**src/rtl/hp_pkg.sv**
```systemverilog
package hp_pkg;
   // core control bit positions
   localparam int CC_RXIE  = 0;
   localparam int CC_TXIE  = 1;
   localparam int CC_CMDIE = 2;
   localparam int CC_FLG0  = 3;
   localparam int CC_FLG1  = 4;
   localparam int CC_W     = 5;

   // host control bit positions
   localparam int HC_RREQ  = 0;
   localparam int HC_TREQ  = 1;
   localparam int HC_FLG0  = 3;
   localparam int HC_FLG1  = 4;

   // status bit positions
   localparam int HS_RXF   = 0;
   localparam int HS_TXE   = 1;
   localparam int HS_TRDY  = 2;
   localparam int HS_DMA   = 6;
   localparam int HS_REQ   = 7;
   localparam int CS_RDF   = 0;
   localparam int CS_TDE   = 1;
   localparam int CS_CMDP  = 2;
   localparam int CS_DMA   = 7;

   typedef struct packed {
      logic flg1;
      logic flg0;
      logic cmd_ie;
      logic tx_ie;
      logic rx_ie;
   } core_ctrl_t;

   typedef struct packed {
      logic flg1;
      logic flg0;
      logic tx_req;
      logic rx_req;
   } host_ctrl_t;
endpackage

```
**src/rtl/hp_tx_hold.sv**
```systemverilog
module hp_tx_hold #(
   parameter int WORD_W = 24
) (
   input  logic              clk,
   input  logic              rst_n,
   input  logic              wr,
   input  logic [WORD_W-1:0] wdata,
   input  logic              take,
   output logic              empty,
   output logic [WORD_W-1:0] word
);
   always_ff @(posedge clk or negedge rst_n) begin
      if (!rst_n) begin
         empty <= 1'b1;
         word  <= '0;
      end else begin
         if (wr) begin
            word  <= wdata;
            empty <= 1'b0;
         end else if (take) begin
            empty <= 1'b1;
         end
      end
   end
endmodule

```
**src/rtl/hp_rx_window.sv**
```systemverilog
module hp_rx_window #(
   parameter int WORD_W    = 24,
   parameter int BYTE_W    = 8,
   parameter int ADDR_W    = 3,
   parameter int BASE_ADDR = 5
) (
   input  logic              clk,
   input  logic              rst_n,
   input  logic              load,
   input  logic [WORD_W-1:0] load_word,
   input  logic              rd,
   input  logic [ADDR_W-1:0] addr,
   output logic              full,
   output logic              hit,
   output logic [BYTE_W-1:0] byte_q
);
   localparam int NBYTES    = WORD_W / BYTE_W;
   localparam int LAST_ADDR = BASE_ADDR + NBYTES - 1;

   if (NBYTES * BYTE_W != WORD_W) begin : g_bad_width
      $error("word width must be a whole number of bytes");
   end
   if (LAST_ADDR >= (1 << ADDR_W)) begin : g_bad_addr
      $error("byte window does not fit the host address space");
   end

   logic [WORD_W-1:0] win_q;
   logic [NBYTES-1:0] sel;
   logic [BYTE_W-1:0] lane [NBYTES];
   logic              last_rd;

   // byte k of the window, k = 0 being the most significant
   for (genvar k = 0; k < NBYTES; k++) begin : g_lane
      assign sel[k]  = (addr == ADDR_W'(BASE_ADDR + k));
      assign lane[k] = win_q[WORD_W-1-k*BYTE_W -: BYTE_W];
   end

   always_comb begin
      byte_q = '0;
      for (int k = 0; k < NBYTES; k++) begin
         if (sel[k]) byte_q = lane[k];
      end
   end

   assign hit     = |sel;
   assign last_rd = rd && (addr == ADDR_W'(LAST_ADDR));

   always_ff @(posedge clk or negedge rst_n) begin
      if (!rst_n) begin
         full  <= 1'b0;
         win_q <= '0;
      end else if (load) begin
         full  <= 1'b1;
         win_q <= load_word;
      end else if (last_rd) begin
         full  <= 1'b0;
      end
   end
endmodule

```
**src/rtl/hp_ctrl_regs.sv**
```systemverilog
module hp_ctrl_regs
   import hp_pkg::*;
#(
   parameter int ADDR_W   = 3,
   parameter int BYTE_W   = 8,
   parameter int HCR_ADDR = 0
) (
   input  logic              clk,
   input  logic              rst_n,
   input  logic              core_wr,
   input  logic [CC_W-1:0]   core_wdata,
   input  logic              host_wr,
   input  logic [ADDR_W-1:0] host_addr,
   input  logic [BYTE_W-1:0] host_wdata,
   output core_ctrl_t        core_ctrl,
   output host_ctrl_t        host_ctrl
);
   always_ff @(posedge clk or negedge rst_n) begin
      if (!rst_n) begin
         core_ctrl <= '0;
         host_ctrl <= '0;
      end else begin
         if (core_wr) core_ctrl <= core_ctrl_t'(core_wdata);
         if (host_wr && host_addr == ADDR_W'(HCR_ADDR)) begin
            host_ctrl.rx_req <= host_wdata[HC_RREQ];
            host_ctrl.tx_req <= host_wdata[HC_TREQ];
            host_ctrl.flg0   <= host_wdata[HC_FLG0];
            host_ctrl.flg1   <= host_wdata[HC_FLG1];
         end
      end
   end
endmodule

```
**src/rtl/hostport_tx_path.sv**
```systemverilog
module hostport_tx_path
   import hp_pkg::*;
#(
   parameter int WORD_W         = 24,
   parameter int BYTE_W         = 8,
   parameter int ADDR_W         = 3,
   parameter int HCR_ADDR       = 0,
   parameter int HSR_ADDR       = 2,
   parameter int WIN_BASE       = 5,
   parameter int VEC_W          = 8,
   parameter int TX_VECTOR      = 'h32,
   parameter bit REQ_ACTIVE_LOW = 1'b1
) (
   input  logic              clk,
   input  logic              rst_n,
   input  logic              core_wr,
   input  logic [WORD_W-1:0] core_wdata,
   input  logic              core_ctrl_wr,
   input  logic [CC_W-1:0]   core_ctrl_wdata,
   output logic [CC_W-1:0]   core_ctrl_rd,
   output logic [7:0]        core_status,
   output logic              core_irq,
   output logic [VEC_W-1:0]  core_irq_vector,
   input  logic [ADDR_W-1:0] host_addr,
   input  logic              host_rd,
   input  logic              host_wr,
   input  logic [BYTE_W-1:0] host_wdata,
   output logic [BYTE_W-1:0] host_rdata,
   output logic              host_req_n
);
   if (BYTE_W != 8) begin : g_bad_byte
      $error("host status layout needs an 8-bit byte");
   end
   if (TX_VECTOR >= (1 << VEC_W)) begin : g_bad_vec
      $error("vector does not fit its port");
   end

   logic              tx_empty;
   logic              rx_full;
   logic              xfer;
   logic              win_hit;
   logic [WORD_W-1:0] hold_word;
   logic [BYTE_W-1:0] win_byte;
   logic              req_on;
   logic [7:0]        host_stat;
   logic [7:0]        hcr_view;
   core_ctrl_t        cctl;
   host_ctrl_t        hctl;
   logic              unused_bits;

   // host-to-core direction is idle in this block
   localparam logic H2C_EMPTY = 1'b1;
   localparam logic C_RXF     = 1'b0;

   assign xfer = !rx_full && !tx_empty;

   hp_tx_hold #(.WORD_W(WORD_W)) i_hold (
      .clk   (clk),
      .rst_n (rst_n),
      .wr    (core_wr),
      .wdata (core_wdata),
      .take  (xfer),
      .empty (tx_empty),
      .word  (hold_word)
   );

   hp_rx_window #(
      .WORD_W    (WORD_W),
      .BYTE_W    (BYTE_W),
      .ADDR_W    (ADDR_W),
      .BASE_ADDR (WIN_BASE)
   ) i_win (
      .clk       (clk),
      .rst_n     (rst_n),
      .load      (xfer),
      .load_word (hold_word),
      .rd        (host_rd),
      .addr      (host_addr),
      .full      (rx_full),
      .hit       (win_hit),
      .byte_q    (win_byte)
   );

   hp_ctrl_regs #(
      .ADDR_W   (ADDR_W),
      .BYTE_W   (BYTE_W),
      .HCR_ADDR (HCR_ADDR)
   ) i_regs (
      .clk        (clk),
      .rst_n      (rst_n),
      .core_wr    (core_ctrl_wr),
      .core_wdata (core_ctrl_wdata),
      .host_wr    (host_wr),
      .host_addr  (host_addr),
      .host_wdata (host_wdata),
      .core_ctrl  (cctl),
      .host_ctrl  (hctl)
   );

   assign req_on = hctl.rx_req && rx_full;

   if (REQ_ACTIVE_LOW) begin : g_req_low
      assign host_req_n = !req_on;
   end else begin : g_req_high
      assign host_req_n = req_on;
   end

   assign core_irq        = cctl.tx_ie && tx_empty;
   assign core_irq_vector = VEC_W'(TX_VECTOR);
   assign core_ctrl_rd    = cctl;

   always_comb begin
      core_status          = '0;
      core_status[CS_RDF]  = C_RXF;
      core_status[CS_TDE]  = tx_empty;
      core_status[CS_CMDP] = 1'b0;
      core_status[CC_FLG0] = hctl.flg0;
      core_status[CC_FLG1] = hctl.flg1;
      core_status[CS_DMA]  = 1'b0;
   end

   always_comb begin
      host_stat          = '0;
      host_stat[HS_RXF]  = rx_full;
      host_stat[HS_TXE]  = H2C_EMPTY;
      host_stat[HS_TRDY] = H2C_EMPTY && !C_RXF;
      host_stat[CC_FLG0] = cctl.flg0;
      host_stat[CC_FLG1] = cctl.flg1;
      host_stat[HS_DMA]  = 1'b0;
      host_stat[HS_REQ]  = req_on;
   end

   always_comb begin
      hcr_view          = '0;
      hcr_view[HC_RREQ] = hctl.rx_req;
      hcr_view[HC_TREQ] = hctl.tx_req;
      hcr_view[HC_FLG0] = hctl.flg0;
      hcr_view[HC_FLG1] = hctl.flg1;
   end

   always_comb begin
      if (host_addr == ADDR_W'(HCR_ADDR))      host_rdata = hcr_view;
      else if (host_addr == ADDR_W'(HSR_ADDR)) host_rdata = host_stat;
      else if (win_hit)                        host_rdata = win_byte;
      else                                     host_rdata = '0;
   end

   assign unused_bits = ^{host_wdata[7:5], host_wdata[2]};
endmodule

```
**config.mk**
```make
export PLATFORM = sky130hd
export DESIGN_NAME = hostport_tx_path
export DESIGN_NICKNAME = d
export VERILOG_FILES = /design/src/rtl/hp_pkg.sv /design/src/rtl/hp_tx_hold.sv /design/src/rtl/hp_rx_window.sv /design/src/rtl/hp_ctrl_regs.sv /design/src/rtl/hostport_tx_path.sv
export SDC_FILE = /design/constraint.sdc
export NUM_CORES = 1
export LEC_CHECK = 0
export ABC_AREA = 1
export CORE_MARGIN = 10
export CORE_UTILIZATION = 40
export CTS_BUF_LIST = sky130_fd_sc_hd__clkbuf_2
export CTS_CLUSTER_SIZE = 40
export DETAILED_ROUTE_END_ITERATION = 10
export DONT_BUFFER_PORTS = 1
export MAX_ROUTING_LAYER = met4
export SYNTH_ARGS = -nofsm -noshare
export SYNTH_HDL_FRONTEND = slang
export SYNTH_SLANG_ARGS = --single-unit
export TNS_END_PERCENT = 10
```
**constraint.sdc**
```tcl
create_clock -name clk -period 1.1 [get_ports clk]
set_input_delay 0.165 -clock clk [delete_from_list [all_inputs] [get_ports clk]]
set_output_delay 0.165 -clock clk [all_outputs]
set_load 0.01 [all_outputs]
```
# Word level (Yosys, flattened, before mapping)
# Index checks and enable logic that the tools add are counted.
# op_classes
n_eq_ne	4
n_mux	10
n_reduce_logical	12
# op_table
op	n
$mux W8	6
$eq A3 B3 Y1 const B	3
$logic_and A1 B1 Y1	5
$mux W1	4
$reduce_bool A2 Y1	2
$eq A3 B2 Y1 const B	1
$logic_not A1 Y1	3
$logic_not A3 Y1	1
$reduce_or A3 Y1	1
# word_totals
register_bits	59
inputBits	46
out_inout_bits	31
elab_cells	39

# Longest topological paths before layout
# Gate-level depths: netlist of the first run.
# depth
word_depth	7
depth_mapped	7

# By module
# From an unflattened synthesis of the first run, not the netlist that was laid out.
# unflattened
hier_cells	348
hier_area_um2	2920.3
# modules_own_cells
module	n_inst	cells_each	area_each_um2	seq_area_each_um2
hp_rx_window	1	148	1256.2	625.6
hp_tx_hold	1	105	989.7	626.9
hp_ctrl_regs	1	41	375.4	225.2
hostport_tx_path	1	54	299.0	0.0

# Worst setup path before layout of the first run
# OpenSTA, ideal clock, no wires.
# synth_timing
path_type	flip-flop to flip-flop
from	reg i_win.full
to	reg i_win.win_q[18], in the netlist i_win.lane[18]
setup_ps	121
t_arrival_ps	957
required_time_ps	979
setup_slack_ps	23
stages_incl_launch_ff	7
path_buffers	2
path_cell_list	dfrtp_1 nor2_2 inv_2 buf_6 buf_6 nand2_1 o21ai_1
# synth_via
elab_chain_cells	2
# synth_rtl
item	line_no	source
start, declared	hp_rx_window.sv:13	output logic full,
start signal, assigned	hp_rx_window.sv:50	full <= 1'b0;
start signal, assigned	hp_rx_window.sv:53	full <= 1'b1;
start signal, assigned	hp_rx_window.sv:56	full <= 1'b0;
$logic_not A1 Y1	hostport_tx_path.sv:55	assign xfer = !rx_full && !tx_empty;
$logic_and A1 B1 Y1	hostport_tx_path.sv:55	
end signal, assigned	hp_rx_window.sv:54	win_q <= load_word;
end, declared	hp_rx_window.sv:27	logic [WORD_W-1:0] win_q;
# Every way passes these cells.
# A chain may end at the register's enable or synchronous reset.

# Worst setup path in the final report of the first run
# layout_timing
from	reg i_win.win_q[19], in the netlist i_win.lane[19]
to	out host_rdata[3]
# layout_via
elab_chain_cells	6
# layout_rtl
item	line_no	source
$mux W8 (3 in a row)	hp_rx_window.sv:41	if (sel[k]) byte_q = lane[k];
$mux W8	hostport_tx_path.sv:144	else if (win_hit) host_rdata = win_byte;
$mux W8	hostport_tx_path.sv:143	else if (host_addr == ADDR_W'(HSR_ADDR)) host_rdata = host_stat;
$mux W8	hostport_tx_path.sv:142	if (host_addr == ADDR_W'(HCR_ADDR)) host_rdata = hcr_view;
end, declared	hostport_tx_path.sv:28	output logic [BYTE_W-1:0] host_rdata,
# Every way passes these cells.

==> results of run 1 <==
[cell type report]
class | instances | share of cell area
clock inverter | 5 | 0.0152
sequential | 59 | 0.418
clock buffer | 11 | 0.0155
inverter | 32 | 0.0353
tap | 77 | 0.0272
multi-input combinational | 174 | 0.284
timing repair buffer | 68 | 0.204
[power by group through the flow]
stage | clock [mW] | sequential [mW] | combinational [mW]
after floorplan | 0 | 2.98 | 1.16
after detailed placement | 0 | 3.05 | 1.47
final | 1.32 | 3.03 | 1.95
after CTS | 1.37 | 3.01 | 1.80
after global placement | 0 | 3.03 | 1.42
after global routing | 1.48 | 3.10 | 2.20
[flip-flops by register name (all words and copies together), names as in the netlist]
name,count
i_hold.empty,1
i_hold.word,24
i_win.full,1
i_regs.host_ctrl,4
i_win.lane,24
i_regs.core_ctrl,5
[synthesized netlist by cell type, drive strengths merged]
library cell | n | share of area
buf | 25 | 0.072
o211ai | 2 | 0.0056
a21oi | 2 | 0.0037
nand3 | 11 | 0.021
nand2 | 74 | 0.11
mux2 | 15 | 0.063
conb | 2 | 0.0028
nand4 | 5 | 0.012
inv | 32 | 0.045
dfstp | 1 | 0.0098
dfrtp | 58 | 0.54
clkbuf | 3 | 0.0047
nor3 | 2 | 0.012
nor2 | 4 | 0.0093
o21ai | 46 | 0.093
[timing repair]
action	in CTS	in global routing
setup endpoints to repair	24	51
setup buffers	2	1
gates resized for setup	25	30
endpoints found under the hold margin	94	59
pin swaps	6	6
[worst reg2reg max path: cells and delay by family, from the launching register on]
family | cells | cell delay [ps]
buf+inv | 3 | 330
flops | 1 | 580
simple gates | 2 | 110
compound gates | 1 | 70
[metal layers]
metal  GRT usage  routed length [um]  vias to the layer above
met5           -                   0                        -
met4      0.0358                  59                        0
met3      0.0641                 604                        5
met2       0.226                3220                       73
met1       0.151                2730                     1001
li1            -                   -                     1001
[metrics by stage]
stage / util / power [mW] / cells
2_1_floorplan: - / 4.14 / 293
3_3_place_gp: 0.419 / 4.45 / 347
3_5_place_dp: 0.419 / 4.52 / 347
4_1_cts: 0.540 / 6.18 / 425
5_1_grt: 0.551 / 6.78 / 426
6_report: 0.551 / 6.30 / 426
[worst min-delay path by stage]
stage | from | to | cells after the start
after global placement | rst_n | i_hold.word[22] | 0
after floorplan | rst_n | i_hold.word[0] | 0
after global routing | rst_n | i_win.lane[2] | 0
after CTS | rst_n | i_win.lane[22] | 0
final | rst_n | i_hold.word[9] | 0
after detailed placement | rst_n | i_hold.word[22] | 0
[cells by family after synthesis]
kind of cell / count (synthesis)
other: 2
buffers and inverters: 60
muxes: 15
AOI/OAI and AO/OA: 50
DFF: 59
and+or+nand+nor: 96
==> impl_results.md, run 1 <==
* Largest family of logic cells by synthesized area: simple AND/OR/NAND/NOR gates
* Final Max Tran Viols at 0
* Clk pwr share at 0.209
* Simple-gate share of the synthesized area at 0.160
* Hold-fix buffers, CTS at 60
* Leak at 1.63 nW
* Final WL at 6.61 mm
* Rows at 29
* Core ar. at 6420 um2
* DIE WIDTH at 102 um
* Critical R2R Launch: i_hold.empty
* Crit-path slowest cell: dfrtp_1
* Worst R2R Setup Slack at -40 ps
* Sequential power share at 0.482
* Psw at 2.12 mW
* Critical path capture point type: output pin
* Synthesis-to-layout area growth at 32.0%
* Most common cell after layout, fill and taps aside: nand2_1
* IO Port Bufs at 0
* First-pass GRT wire length at 10.7 mm
* Die Ht at 102 um
* Fraction of the mapped netlist area in adder cells at 0
* Post-DR wirelength/cell at 15.5 um
* FF+latch area at 1480 um2
* Clock buffer count from CTS at 9
* Total global routing track utilization at 0.139
* WP buf/inv at 0
* Startpoint Class: flop
* CP Data Arrival Time at 1330 ps
* Area of the multi-input gates at 1010 um2
* Final Hold Fails at 59
* Final period utilization at 1.36
* Internal power at 4.18 mW
* Synth warn at 0
* Unrepaired setup endpoints after global routing: true
* Required time of the critical path at 940 ps
* Vias in the first global route at 2164
* Fill count at 580
* Pwr Density at 1780 nW/um2
* CP Class: flop to output pin
* CTS clk-pin slew, worst paths at 170 ps
* Multiplexer share of the synthesized area at 0.0630
* R2r worst-path depth at 6
* Sequential share of the synthesized area at 0.551
* Starting Density at 0.418
* Final setup violation count at 24
* Die area at 10400 um2
* Total Neg Setup Slack at -3590 ps
* Worst-path cell chain: o21ai_1 > o21ai_1 > nand2_1 > nand3_2
* Worst skew pair latency at 470 ps
* Design Area, Final at 3540 um2
* Post-route ant nets at 0
* Synthesized netlist cell count at 282
* H-tree levels at 3
* Pre-CTS setup slack at -6.22 ps
* Max clock buf depth at 2
* WHS at -648 ps
* Vias per inst at 4.88
* Final worst-path setup slack at -393 ps
* R2r endpoint: i_win.lane[16]
* Worst slew pin tran at 549 ps
* DP Area at 2690 um2
* Crit path max fanout at 2
* Max-slew headroom at 0.633
* Crit path depth at 4
* DRT Pass-1 Iters at 4
* Initial antenna violation count at 0
* First DRT Iteration DRCs at 84
* Compound-cell area share of the yosys netlist at 0.102
* Layout cells sized above 1 at 0.226
* Sw frac at 0.336
* Synth Area in XOR/XNOR at 0
* Max-Cap Viols at 0
* Comb pwr share at 0.310
* Overflow after GRT at 0
* Hold WC Path Type: input port to asynchronous set/reset pin
* CP peak stage delay at 410 ps
* Clock Sinks at 59
* RePlAce Congestion at 0.792
* Via count at 2080
* Fin nets at 390
* Synth cell types at 24
* Crit path from: i_win.lane[19]
* Most common cell on crit path: o21ai_1
* Violated checks: negative hold slack, negative setup slack
* Post-Route Skew at 18.4 ps
* Critical Path Sink: host_rdata[3]
* Ant diodes at 0
* Boundary Pins at 77
* Count of state elements after synthesis at 59
* Status: complete, but fails checks
* Mapped cell area at 2680 um2
* Drt drc at 0
* FMAX at 670 MHz
* Avg Inst Size Synth at 9.51 um2
* VDD IR-drop max at 0.00114 V
* Hpwl dp at 4.12 mm
* Largest net degree at the start of global routing at 60
* CTS Root Buffer Type: clkbuf_2
* CTS tree: yes
* Final min period at 1490 ps
* Largest delay share family, worst path: flip-flops
* Most frequent cells in the layout: nand2_1 (61), dlygate4sd3_1 (58), dfrtp_1 (55), inv_1 (27), o21ai_1 (22)
Note: power is estimated with default switching activity, not from simulation.
==> run 2: changes to the inputs <==
--- a/config.mk
+++ b/config.mk
@@ -5,7 +5,6 @@
 export SDC_FILE = /design/constraint.sdc
 export NUM_CORES = 1
 export LEC_CHECK = 0
-export ABC_AREA = 1
 export CORE_MARGIN = 10
 export CORE_UTILIZATION = 40
 export CTS_BUF_LIST = sky130_fd_sc_hd__clkbuf_2
==> run 2 against run 1 <==
The run still ends with negative hold slack, negative setup slack left. Flip-flop and latch count did not move. Clock-buffer cell count fell by 2. Synthesized cell count fell by 29%. Cell area fell by 3.3%. Clock skew fell by 13 ps. Maximum frequency fell by 8.6%. Wire length fell by 13%. First-iteration DRC count fell by 69%. Synthesized area barely moved. Clock power rose by 15%. Largest power group unchanged.
==> impl_results.md, run 2 <==
* Status: complete, but fails checks
* Violated checks: negative hold slack, negative setup slack
* Avg Inst Size Synth at 13.5 um2 (+42%)
* Startpoint Class: flop
* Ant diodes at 0 (unchanged)
* Vias in the first global route at 1803 (-17%)
* Required time of the critical path at 940 ps (about the same)
* H-tree levels at 3 (unchanged)
* Comb pwr share at 0.205 (-0.105)
* Sequential share of the synthesized area at 0.550 (about the same)
* CTS tree: yes
* Final min period at 1630 ps (+140 ps)
* Synth cell types at 29 (+21%)
* Sw frac at 0.263 (-0.0738)
* Clk pwr share at 0.277 (+0.068)
* Ys flop type: dfrtp_1
* Final WL at 5.78 mm (-13%)
* EDFF count, synth at 0 (unchanged)
* Post-route ant nets at 0 (unchanged)
* WHS at -648 ps (-0.662 ps)
* Pre-CTS setup slack at -91.9 ps (-85.7 ps)
* CP Data Arrival Time at 1470 ps (+140 ps)
* Total Neg Setup Slack at -10520 ps (-6930 ps)
* Hpwl dp at 3.84 mm (-6.7%)
* Final Hold Fails at 60 (+1.7%)
* FMAX at 613 MHz (-8.6%)
* Count of state elements after synthesis at 59 (unchanged)
* Hold-fix buffers, CTS at 38 (-37%)
* Max-Cap Viols at 0 (unchanged)
* DIE WIDTH at 102 um (about the same)
* Boundary Pins at 77 (unchanged)
* Fin nets at 293 (-25%)
* Vias per inst at 4.97 (+1.7%)
* R2r worst-path depth at 4 (-2)
* Ys async rst share at 1.00 (unchanged)
* Post-DR wirelength/cell at 17.6 um (+13%)
* Final period utilization at 1.48 (+0.127)
* Rows at 29 (unchanged)
* Area leader, netlist: dfrtp_1
* Main area contributors after synthesis: dfrtp_1 (54%), mux2_2 (26%), buf_4 (5.3%)
* First-pass GRT wire length at 9.43 mm (-12%)
* Core ar. at 6420 um2 (unchanged)
* Cells after DPL at 272 (-22%)
* Max clock buf depth at 2 (unchanged)
* IO Port Bufs at 0 (unchanged)
* Via count at 1634 (-21%)
* Clock Sinks at 59 (unchanged)
* Largest net degree at the start of global routing at 60 (unchanged)
* Synth warn at 0 (unchanged)
* CTS Root Buffer Type: clkbuf_2
* Most common cell after layout, fill and taps aside: dfrtp_1
* Post-layout util at 0.533 (-0.0181)
* Drt drc at 0 (unchanged)
* Total power at 5.49 mW (-13%)
* Crit path max fanout at 2 (unchanged)
* Starting Density at 0.418 (about the same)
* Total global routing track utilization at 0.122 (-0.0163)
* Synthesis-to-layout area growth at 27.5%
* Pwr Density at 1600 nW/um2 (-9.8%)
* Synth cell count leaders: mux2_2 (61), dfrtp_1 (58), buf_4 (19)
* Initial antenna violation count at 0 (unchanged)
* Clock buffer count from CTS at 9 (unchanged)
* Design Area, Final at 3420 um2 (-3.3%)
* Leading cell type by number of instances after synthesis: mux2_2
* Internal power at 4.05 mW (-3.1%)
* RePlAce Congestion at 0.790 (-0.24%)
* DRT Pass-1 Iters at 5 (+1)
* Most frequent cells in the layout: dfrtp_1 (58), mux2_2 (52), dlygate4sd3_1 (37), conb_1 (13)
* Cell Count, Final, Fillers Out at 329 (-23%)
* Die area at 10400 um2 (about the same)
* Die Ht at 102 um (about the same)
* DP Area at 2740 um2 (+1.8%)
* Psw at 1.44 mW (-32%)
* Post-Route Skew at 5.18 ps (-13.2 ps)
* Synthesized netlist cell count at 199 (-29%)
* Mapped cell area at 2690 um2 (about the same)
* Critical path capture point type: output pin
* Worst skew pair latency at 480 ps (about the same)
* Layout cells sized above 1 at 0.433 (+0.206)
* VDD IR-drop max at 0.000798 V (-30%)
* Unrepaired setup endpoints after global routing: true
* Final Max Tran Viols at 0 (unchanged)
* Overflow after GRT at 0 (unchanged)
* First DRT Iteration DRCs at 26 (-69%)
* Hold WC Path Type: input port to asynchronous set/reset pin
* CP Class: flop to output pin
* Final worst-path setup slack at -533 ps (-140 ps)
* Final setup violation count at 41 (+71%)
* Post-synth top area share at 0.541 (about the same)
* Sequential power share at 0.518 (+0.036)
* CTS clk-pin slew, worst paths at 160 ps (about the same)
* Leak at 1.49 nW (-8.5%)
-- run 2: cell count changes after synthesis, sizes merged, moves of 3 or more --
| cell | change |
|---|---|
| a21oi | +4 |
| clkbuf | -3 |
| inv | -29 |
| mux2 | +46 |
| mux2i | +6 |
| nand2 | -68 |
| nand3 | -9 |
| nand4 | -5 |
| nor2b | +4 |
| o21ai | -41 |
-- run 2: logic make-up after synthesis --
kind of cell    synth area share
mux                        0.278
flops                      0.550
buf+inv                   0.0727
simple gates              0.0541
compound gates            0.0419
other cells              0.00280
-- run 2: critical path: stages (launching register included) --
cell,delay [ps]
dfrtp_1,400
mux2_4,280
a221oi_4,230
a21oi_2,80
-- run 2: worst paths after layout --
kind | startpoint | endpoint | slack (ps)
worst max-delay path | i_win.lane[9] | host_rdata[1] | -530
worst min-delay path | rst_n | i_hold.word[3] | -650
worst max register to register | i_win.full | i_win.lane[17] | -250
worst min register to register | i_hold.word[7] | i_win.lane[7] | 520
max in group asynchronous | rst_n | i_hold.empty | 1560
min in group clk | host_addr[1] | i_win.full | -10
-- run 2: final cells by class --
class / count / area [um2]
multi-input cells: 122 / 1170
repair buffers: 52 / 538
well taps: 77 / 96.3
fillers: 540 / 3000
inverters: 3 / 11.3
flip-flops and latches: 59 / 1480
clock inverters: 7 / 82.6
clock buffers: 9 / 45.0
-- run 2: power groups by stage --
stage,sequential [mW],combinational [mW],clock [mW]
2_1_floorplan,2.78,0.756,0
3_3_place_gp,2.84,0.807,0
3_5_place_dp,2.85,0.826,0
4_1_cts,2.83,1.06,1.56
5_1_grt,2.91,1.23,1.66
6_report,2.84,1.13,1.52
-- run 2: what timing repair did --
item,4_1_cts,5_1_grt
buffers inserted,3,0
endpoints found under the setup margin,42,43
endpoints found under the hold margin,94,60
pin swaps,5,1
gates resized for setup,25,12
-- run 2: layer usage --
| layer | up-vias | track usage | routed length, um |
|---|---|---|---|
| met2 | 59 | 0.187 | 2650 |
| li1 | 771 | - | - |
| met1 | 797 | 0.136 | 2560 |
| met3 | 7 | 0.0601 | 485 |
| met5 | - | - | 0 |
| met4 | 0 | 0.0456 | 77 |
